[src/rtl/mdrop_pkg.sv]
package mdrop_pkg;
   // Outcome of qualifying one received character
   typedef enum logic [1:0] {
      DEC_DROP      = 2'd0,
      DEC_PASS      = 2'd1,
      DEC_PASS_OPEN = 2'd2,
      DEC_DROP_SHUT = 2'd3
   } decision_e;

   function automatic logic dec_takes(decision_e d);
      return (d == DEC_PASS) || (d == DEC_PASS_OPEN);
   endfunction
endpackage

[src/rtl/mdrop_addr_match.sv]
module mdrop_addr_match #(
   parameter int DATA_W = 8
) (
   input  logic [DATA_W-1:0] addr,
   input  logic [DATA_W-1:0] own,
   input  logic [DATA_W-1:0] mask,
   output logic              hit
);
   logic [DATA_W-1:0] own_ok;
   logic [DATA_W-1:0] bc_ok;
   logic [DATA_W-1:0] bcast;

   assign bcast = own | mask;

   for (genvar b = 0; b < DATA_W; b++) begin : g_bit
      assign own_ok[b] = ~mask[b] | (addr[b] == own[b]);
      assign bc_ok[b]  = ~mask[b] | (addr[b] == bcast[b]);
   end

   assign hit = (&own_ok) | (&bc_ok);
endmodule

[src/rtl/mdrop_gate.sv]
module mdrop_gate
   import mdrop_pkg::*;
#(
   parameter bit AUTO_EN = 1'b1
) (
   input  logic clk,
   input  logic rst_n,
   input  logic cfg_multidrop,
   input  logic cfg_auto,
   input  logic gate_clr,
   input  logic gate_set,
   input  logic rx_valid,
   input  logic rx_flag,
   input  logic addr_hit,
   output logic take,
   output logic sm2_q
);
   logic      auto_eff;
   decision_e dec;
   logic      sm2_d;

   if (AUTO_EN) begin : g_auto
      assign auto_eff = cfg_auto & cfg_multidrop;
   end else begin : g_manual
      assign auto_eff = 1'b0;
   end

   always_comb begin
      dec = DEC_DROP;
      if (rx_valid) begin
         if (!cfg_multidrop) begin
            dec = DEC_PASS;
         end else if (rx_flag) begin
            if (auto_eff) dec = addr_hit ? DEC_PASS_OPEN : DEC_DROP_SHUT;
            else          dec = DEC_PASS;
         end else begin
            dec = sm2_q ? DEC_DROP : DEC_PASS;
         end
      end
   end

   assign take = dec_takes(dec);

   always_comb begin
      sm2_d = sm2_q;
      if (gate_clr)                   sm2_d = 1'b0;
      else if (gate_set)              sm2_d = 1'b1;
      else if (dec == DEC_PASS_OPEN)  sm2_d = 1'b0;
      else if (dec == DEC_DROP_SHUT)  sm2_d = 1'b1;
   end

   always_ff @(posedge clk or negedge rst_n) begin
      if (!rst_n) sm2_q <= 1'b1;
      else        sm2_q <= sm2_d;
   end


   host_clear_chk: assert property (@(posedge clk) disable iff (!rst_n)
      gate_clr |=> !sm2_q);


   auto_open_chk: assert property (@(posedge clk) disable iff (!rst_n)
      (AUTO_EN && cfg_multidrop && cfg_auto && rx_valid && rx_flag && addr_hit
       && !gate_clr && !gate_set) |=> !sm2_q);


   auto_shut_chk: assert property (@(posedge clk) disable iff (!rst_n)
      (AUTO_EN && cfg_multidrop && cfg_auto && rx_valid && rx_flag && !addr_hit
       && !gate_clr && !gate_set) |=> sm2_q);


   normal_keep_chk: assert property (@(posedge clk) disable iff (!rst_n)
      (!cfg_multidrop && !gate_clr && !gate_set) |=> $stable(sm2_q));
endmodule

[src/rtl/mdrop_hold.sv]
module mdrop_hold #(
   parameter int DATA_W = 8
) (
   input  logic              clk,
   input  logic              rst_n,
   input  logic              take,
   input  logic [DATA_W-1:0] in_data,
   input  logic              in_flag,
   input  logic              out_ready,
   output logic              out_valid,
   output logic [DATA_W-1:0] out_data,
   output logic              out_flag
);
   logic free;
   assign free = ~out_valid | out_ready;

   always_ff @(posedge clk or negedge rst_n) begin
      if (!rst_n) begin
         out_valid <= 1'b0;
         out_data  <= '0;
         out_flag  <= 1'b0;
      end else if (free) begin
         out_valid <= take;
         if (take) begin
            out_data <= in_data;
            out_flag <= in_flag;
         end
      end
   end


   hold_stable_chk: assert property (@(posedge clk) disable iff (!rst_n)
      (out_valid && !out_ready) |=> (out_valid && $stable(out_data) && $stable(out_flag)));
endmodule

[src/rtl/mdrop_dir.sv]
module mdrop_dir #(
   parameter bit DIR_REG = 1'b0
) (
   input  logic clk,
   input  logic rst_n,
   input  logic cfg_rs485,
   input  logic cfg_dir_inv,
   input  logic rx_active,
   input  logic host_rts,
   output logic rts_n
);
   logic want;
   logic pin_d;

   assign want  = cfg_rs485 ? rx_active : host_rts;
   assign pin_d = (cfg_rs485 & cfg_dir_inv) ? want : ~want;

   if (DIR_REG) begin : g_reg
      logic pin_q;
      always_ff @(posedge clk or negedge rst_n) begin
         if (!rst_n) pin_q <= 1'b1;
         else        pin_q <= pin_d;
      end
      assign rts_n = pin_q;
   end else begin : g_comb
      assign rts_n = pin_d;
   end
endmodule

[src/rtl/mdrop_rx_filter.sv]
module mdrop_rx_filter #(
   parameter int DATA_W  = 8,
   parameter bit AUTO_EN = 1'b1,
   parameter bit DIR_REG = 1'b0
) (
   input  logic              clk,
   input  logic              rst_n,
   input  logic              cfg_multidrop,
   input  logic              cfg_auto,
   input  logic              cfg_rs485,
   input  logic              cfg_dir_inv,
   input  logic [DATA_W-1:0] cfg_own_addr,
   input  logic [DATA_W-1:0] cfg_addr_mask,
   input  logic              gate_clr,
   input  logic              gate_set,
   input  logic              rx_valid,
   input  logic [DATA_W-1:0] rx_data,
   input  logic              rx_flag,
   input  logic              rx_active,
   input  logic              host_rts,
   output logic              acc_valid,
   input  logic              acc_ready,
   output logic [DATA_W-1:0] acc_data,
   output logic              acc_flag,
   output logic              gate_sm2,
   output logic              rts_n
);
   if (DATA_W < 2 || DATA_W > 32) begin : g_bad_width
      $error("mdrop_rx_filter: DATA_W must lie in 2..32");
   end

   logic hit;
   logic take;

   mdrop_addr_match #(.DATA_W(DATA_W)) u_match (
      .addr (rx_data),
      .own  (cfg_own_addr),
      .mask (cfg_addr_mask),
      .hit  (hit)
   );

   mdrop_gate #(.AUTO_EN(AUTO_EN)) u_gate (
      .clk           (clk),
      .rst_n         (rst_n),
      .cfg_multidrop (cfg_multidrop),
      .cfg_auto      (cfg_auto),
      .gate_clr      (gate_clr),
      .gate_set      (gate_set),
      .rx_valid      (rx_valid),
      .rx_flag       (rx_flag),
      .addr_hit      (hit),
      .take          (take),
      .sm2_q         (gate_sm2)
   );

   mdrop_hold #(.DATA_W(DATA_W)) u_hold (
      .clk       (clk),
      .rst_n     (rst_n),
      .take      (take),
      .in_data   (rx_data),
      .in_flag   (rx_flag),
      .out_ready (acc_ready),
      .out_valid (acc_valid),
      .out_data  (acc_data),
      .out_flag  (acc_flag)
   );

   mdrop_dir #(.DIR_REG(DIR_REG)) u_dir (
      .clk         (clk),
      .rst_n       (rst_n),
      .cfg_rs485   (cfg_rs485),
      .cfg_dir_inv (cfg_dir_inv),
      .rx_active   (rx_active),
      .host_rts    (host_rts),
      .rts_n       (rts_n)
   );


   gated_data_chk: assert property (@(posedge clk) disable iff (!rst_n)
      ((!acc_valid || acc_ready) && cfg_multidrop && gate_sm2 && rx_valid && !rx_flag)
      |=> !acc_valid);


   normal_pass_chk: assert property (@(posedge clk) disable iff (!rst_n)
      ((!acc_valid || acc_ready) && !cfg_multidrop && rx_valid)
      |=> (acc_valid && acc_flag == $past(rx_flag)));
endmodule

[config.mk]
export PLATFORM = sky130hd
export DESIGN_NAME = mdrop_rx_filter
export DESIGN_NICKNAME = d
export VERILOG_FILES = /design/src/rtl/mdrop_pkg.sv /design/src/rtl/mdrop_addr_match.sv /design/src/rtl/mdrop_gate.sv /design/src/rtl/mdrop_hold.sv /design/src/rtl/mdrop_dir.sv /design/src/rtl/mdrop_rx_filter.sv
export SDC_FILE = /design/constraint.sdc
export NUM_CORES = 1
export LEC_CHECK = 0
export ABC_AREA = 1
export CAP_MARGIN = 30
export CORE_ASPECT_RATIO = 1.25
export CORE_UTILIZATION = 38
export DETAILED_ROUTE_END_ITERATION = 6
export PLACE_DENSITY = 0.84
export SETUP_SLACK_MARGIN = 0.02
export SYNTH_ARGS = -nofsm -noshare
export SYNTH_HDL_FRONTEND = slang
export SYNTH_SLANG_ARGS = --single-unit
[constraint.sdc]
create_clock -name clk -period 5.1 [get_ports clk]
set_input_delay 1.02 -clock clk [delete_from_list [all_inputs] [get_ports clk]]
set_output_delay 1.02 -clock clk [all_outputs]
set_load 0.05 [all_outputs]
==> impl_metrics.json <==
{
  "hold_buffers": 0,
  "min_to": "u_hold.out_data[6]",
  "cts_tree": "done",
  "fin_nets": 208,
  "final_area_sq_um": 1260,
  "yosysMostFrequentCell": "nand2_1",
  "ys.flop_type": "dfrtp_1",
  "slew_headroom_pct": 66.01,
  "hold_violations": 0,
  "synthDominantCellAreaShare_pct": 33.78,
  "dr.pass1.iters": 4,
  "vdd_ir_drop_max_uv": 127.8,
  "hpwl_microns": 1518,
  "cp.required_ns": 4.08,
  "path_clk_slew_ns": 0.07,
  "cts_resized": 0,
  "grt_pass1_wl_microns": 3022,
  "syn_to_final_growth_pct": 70.10,
  "placed_area_sq_um": 1234,
  "synthTopCellsByArea": "dfrtp_1 34%, nand2_1 24%, inv_1 11%, nand3_1 6.1%, o21ai_0 4.1%",
  "r2r_slack_ns": 3.31,
  "final_util_pct": 69.69,
  "dieHeight_microns": 51.36,
  "syn_area_per_cell_sq_um": 6.331,
  "antenna_found_initial": 0,
  "finalPower_uw": 329.5,
  "rsz0062_at_grt": "false",
  "grt_overflow": 0,
  "ant_nets": 0,
  "post-route-period-util_pct": 69.86,
  "clock_latency_ns": 0.26,
  "setup_tns_ns": 0,
  "initial_utilization_pct": 40.97,
  "synthesis.nets": 156,
  "grt_pass1_vias": 821,
  "tightest_slew_ns": 0.5083,
  "synth_edf_count": 0,
  "arrival_ns": 2.54,
  "grt_usage_pct": 18.51,
  "reg2reg_to": "u_hold.out_data[0]",
  "vias": 860,
  "setup.worst_path.start": "cfg_dir_inv",
  "layout_min_cycle_time_ns": 3.563,
  "yosysUniqueCellTypes": 16,
  "yosysTopAreaCell": "dfrtp_1",
  "end_kind": "output pin",
  "place.gp.congestion": 0.7913,
  "p_leak_nw": 0.6598,
  "post-cts-setup-buffers": 0,
  "die_x_microns": 41.49,
  "hold_path_class": "flop to flop",
  "cts_max_level": 1,
  "skew_ns": 0.003060,
  "synth_cells": 117,
  "drv_cap": 0,
  "hp-start": "u_hold.out_data[6]",
  "portBuffers": 48,
  "fmax_mhz": 280.7,
  "antenna_cells": 0,
  "clockBufferDepth": 2,
  "grt_max_degree": 19,
  "core_area_sq_um": 1808,
  "synthTopCellsByCount": "48 x nand2_1, 22 x inv_1, 10 x dfrtp_1",
  "synth_seq_cells": 11,
  "dieArea_sq_um": 2131,
  "setup_violations": 0,
  "powerDensity_nw_per_um2": 261.5,
  "status": "completed",
  "layout-drive-gt1-share_pct": 4.762,
  "rows": 17,
  "drt-vias-per-instance": 4.599,
  "worstSetupPathType": "input port to output pin",
  "yosys_warnings": 0,
  "synth_area_sq_um": 740.7,
  "reg2reg_from": "u_gate.sm2_q",
  "wl_microns": 1737,
  "crit_fanout": 1,
  "final_max_slew_viol_count": 0,
  "cts_buffers": 3,
  "ios": 49,
  "hold_depth": 2,
  "async_flop_share_pct": 100.0,
  "startpoint_type": "input port",
  "wl_per_cell_microns": 9.289,
  "drt_drc_violations_left": 0,
  "whs_ns": 0.4858,
  "drt_iter0_drc": 6,
  "ys_seq_area_share_pct": 37.33,
  "clock_sinks": 11,
  "clock-root-buffer": "clkbuf_4",
  "r2r_cells": 9
}
==> metrics by stage <==
stage	std cells	setup WS, ns
4_1_cts	187	1.525
3_3_place_gp	183	1.537
5_1_grt	187	1.466
2_1_floorplan	117	1.964
3_5_place_dp	183	1.538
6_report	187	1.537
==> cell type report <==
| type | instances | area, sq um |
|---|---|---|
| fillers | 170 | 548.0 |
| repair buffers | 48 | 480.5 |
| multi-input cells | 80 | 359.1 |
| flip-flops and latches | 11 | 276.5 |
| inverters | 25 | 93.84 |
| clock buffers | 4 | 26.28 |
| well taps | 19 | 23.77 |
==> layout by cell type (no fill, tap or decap), types with 2 or more instances in the layout <==
| cell type | instances |
|---|---|
| clkdlybuf4s50_1 | 48 |
| inv_2 | 3 |
| nor2_1 | 4 |
| o21ai_0 | 6 |
| nand2_1 | 48 |
| clkbuf_4 | 3 |
| dfrtp_1 | 10 |
| a21oi_1 | 2 |
| o21ai_1 | 5 |
| ha_1 | 2 |
| inv_1 | 22 |
| nand3_1 | 9 |
==> power breakdown <==
group          switching, mW  internal [mW]
Combinational         0.0951         0.0656
Sequential           0.00858          0.103
Clock                 0.0270         0.0302
==> routing by layer <==
layer  up-vias  part of all wire [%]  GRT usage, %
met3         2                   5.7         2.473
met5         -                     0             0
met2        34                    53         34.11
met4         0                   1.6         12.37
met1       365                    40         19.25
li1        459                     -             -
==> worst max-delay path: stages <==
cell and delay, ns:
clkdlybuf4s50_1 0.47, xnor2_1 0.11, nand2_1 0.05, o21ai_0 0.07
clkdlybuf4s50_1 0.82
==> state kept, by name, summed over array words and instances, names as in the netlist <==
register	cells
u_gate.sm2_q	1
u_hold.out_data	8
u_hold.out_flag	1
u_hold.out_valid	1
==> kinds of logic after synthesis <==
group | Yosys count | synth area share (%)
buf+inv | 26 | 14.19
fa+ha+maj | 2 | 3.378
simple gates | 63 | 34.12
flops | 11 | 37.33
compound gates | 14 | 9.797
xor+xnor | 1 | 1.183
==> worst max path at each step <==
stage / endpoint / slack [ns] / depth (start not counted)
floorplan: rts_n / 1.96 / 1
global placement: rts_n / 1.54 / 5
detailed placement: rts_n / 1.54 / 5
CTS: rts_n / 1.52 / 5
global route: rts_n / 1.47 / 5
finish: rts_n / 1.54 / 5
(Power assumes the default switching activity.)
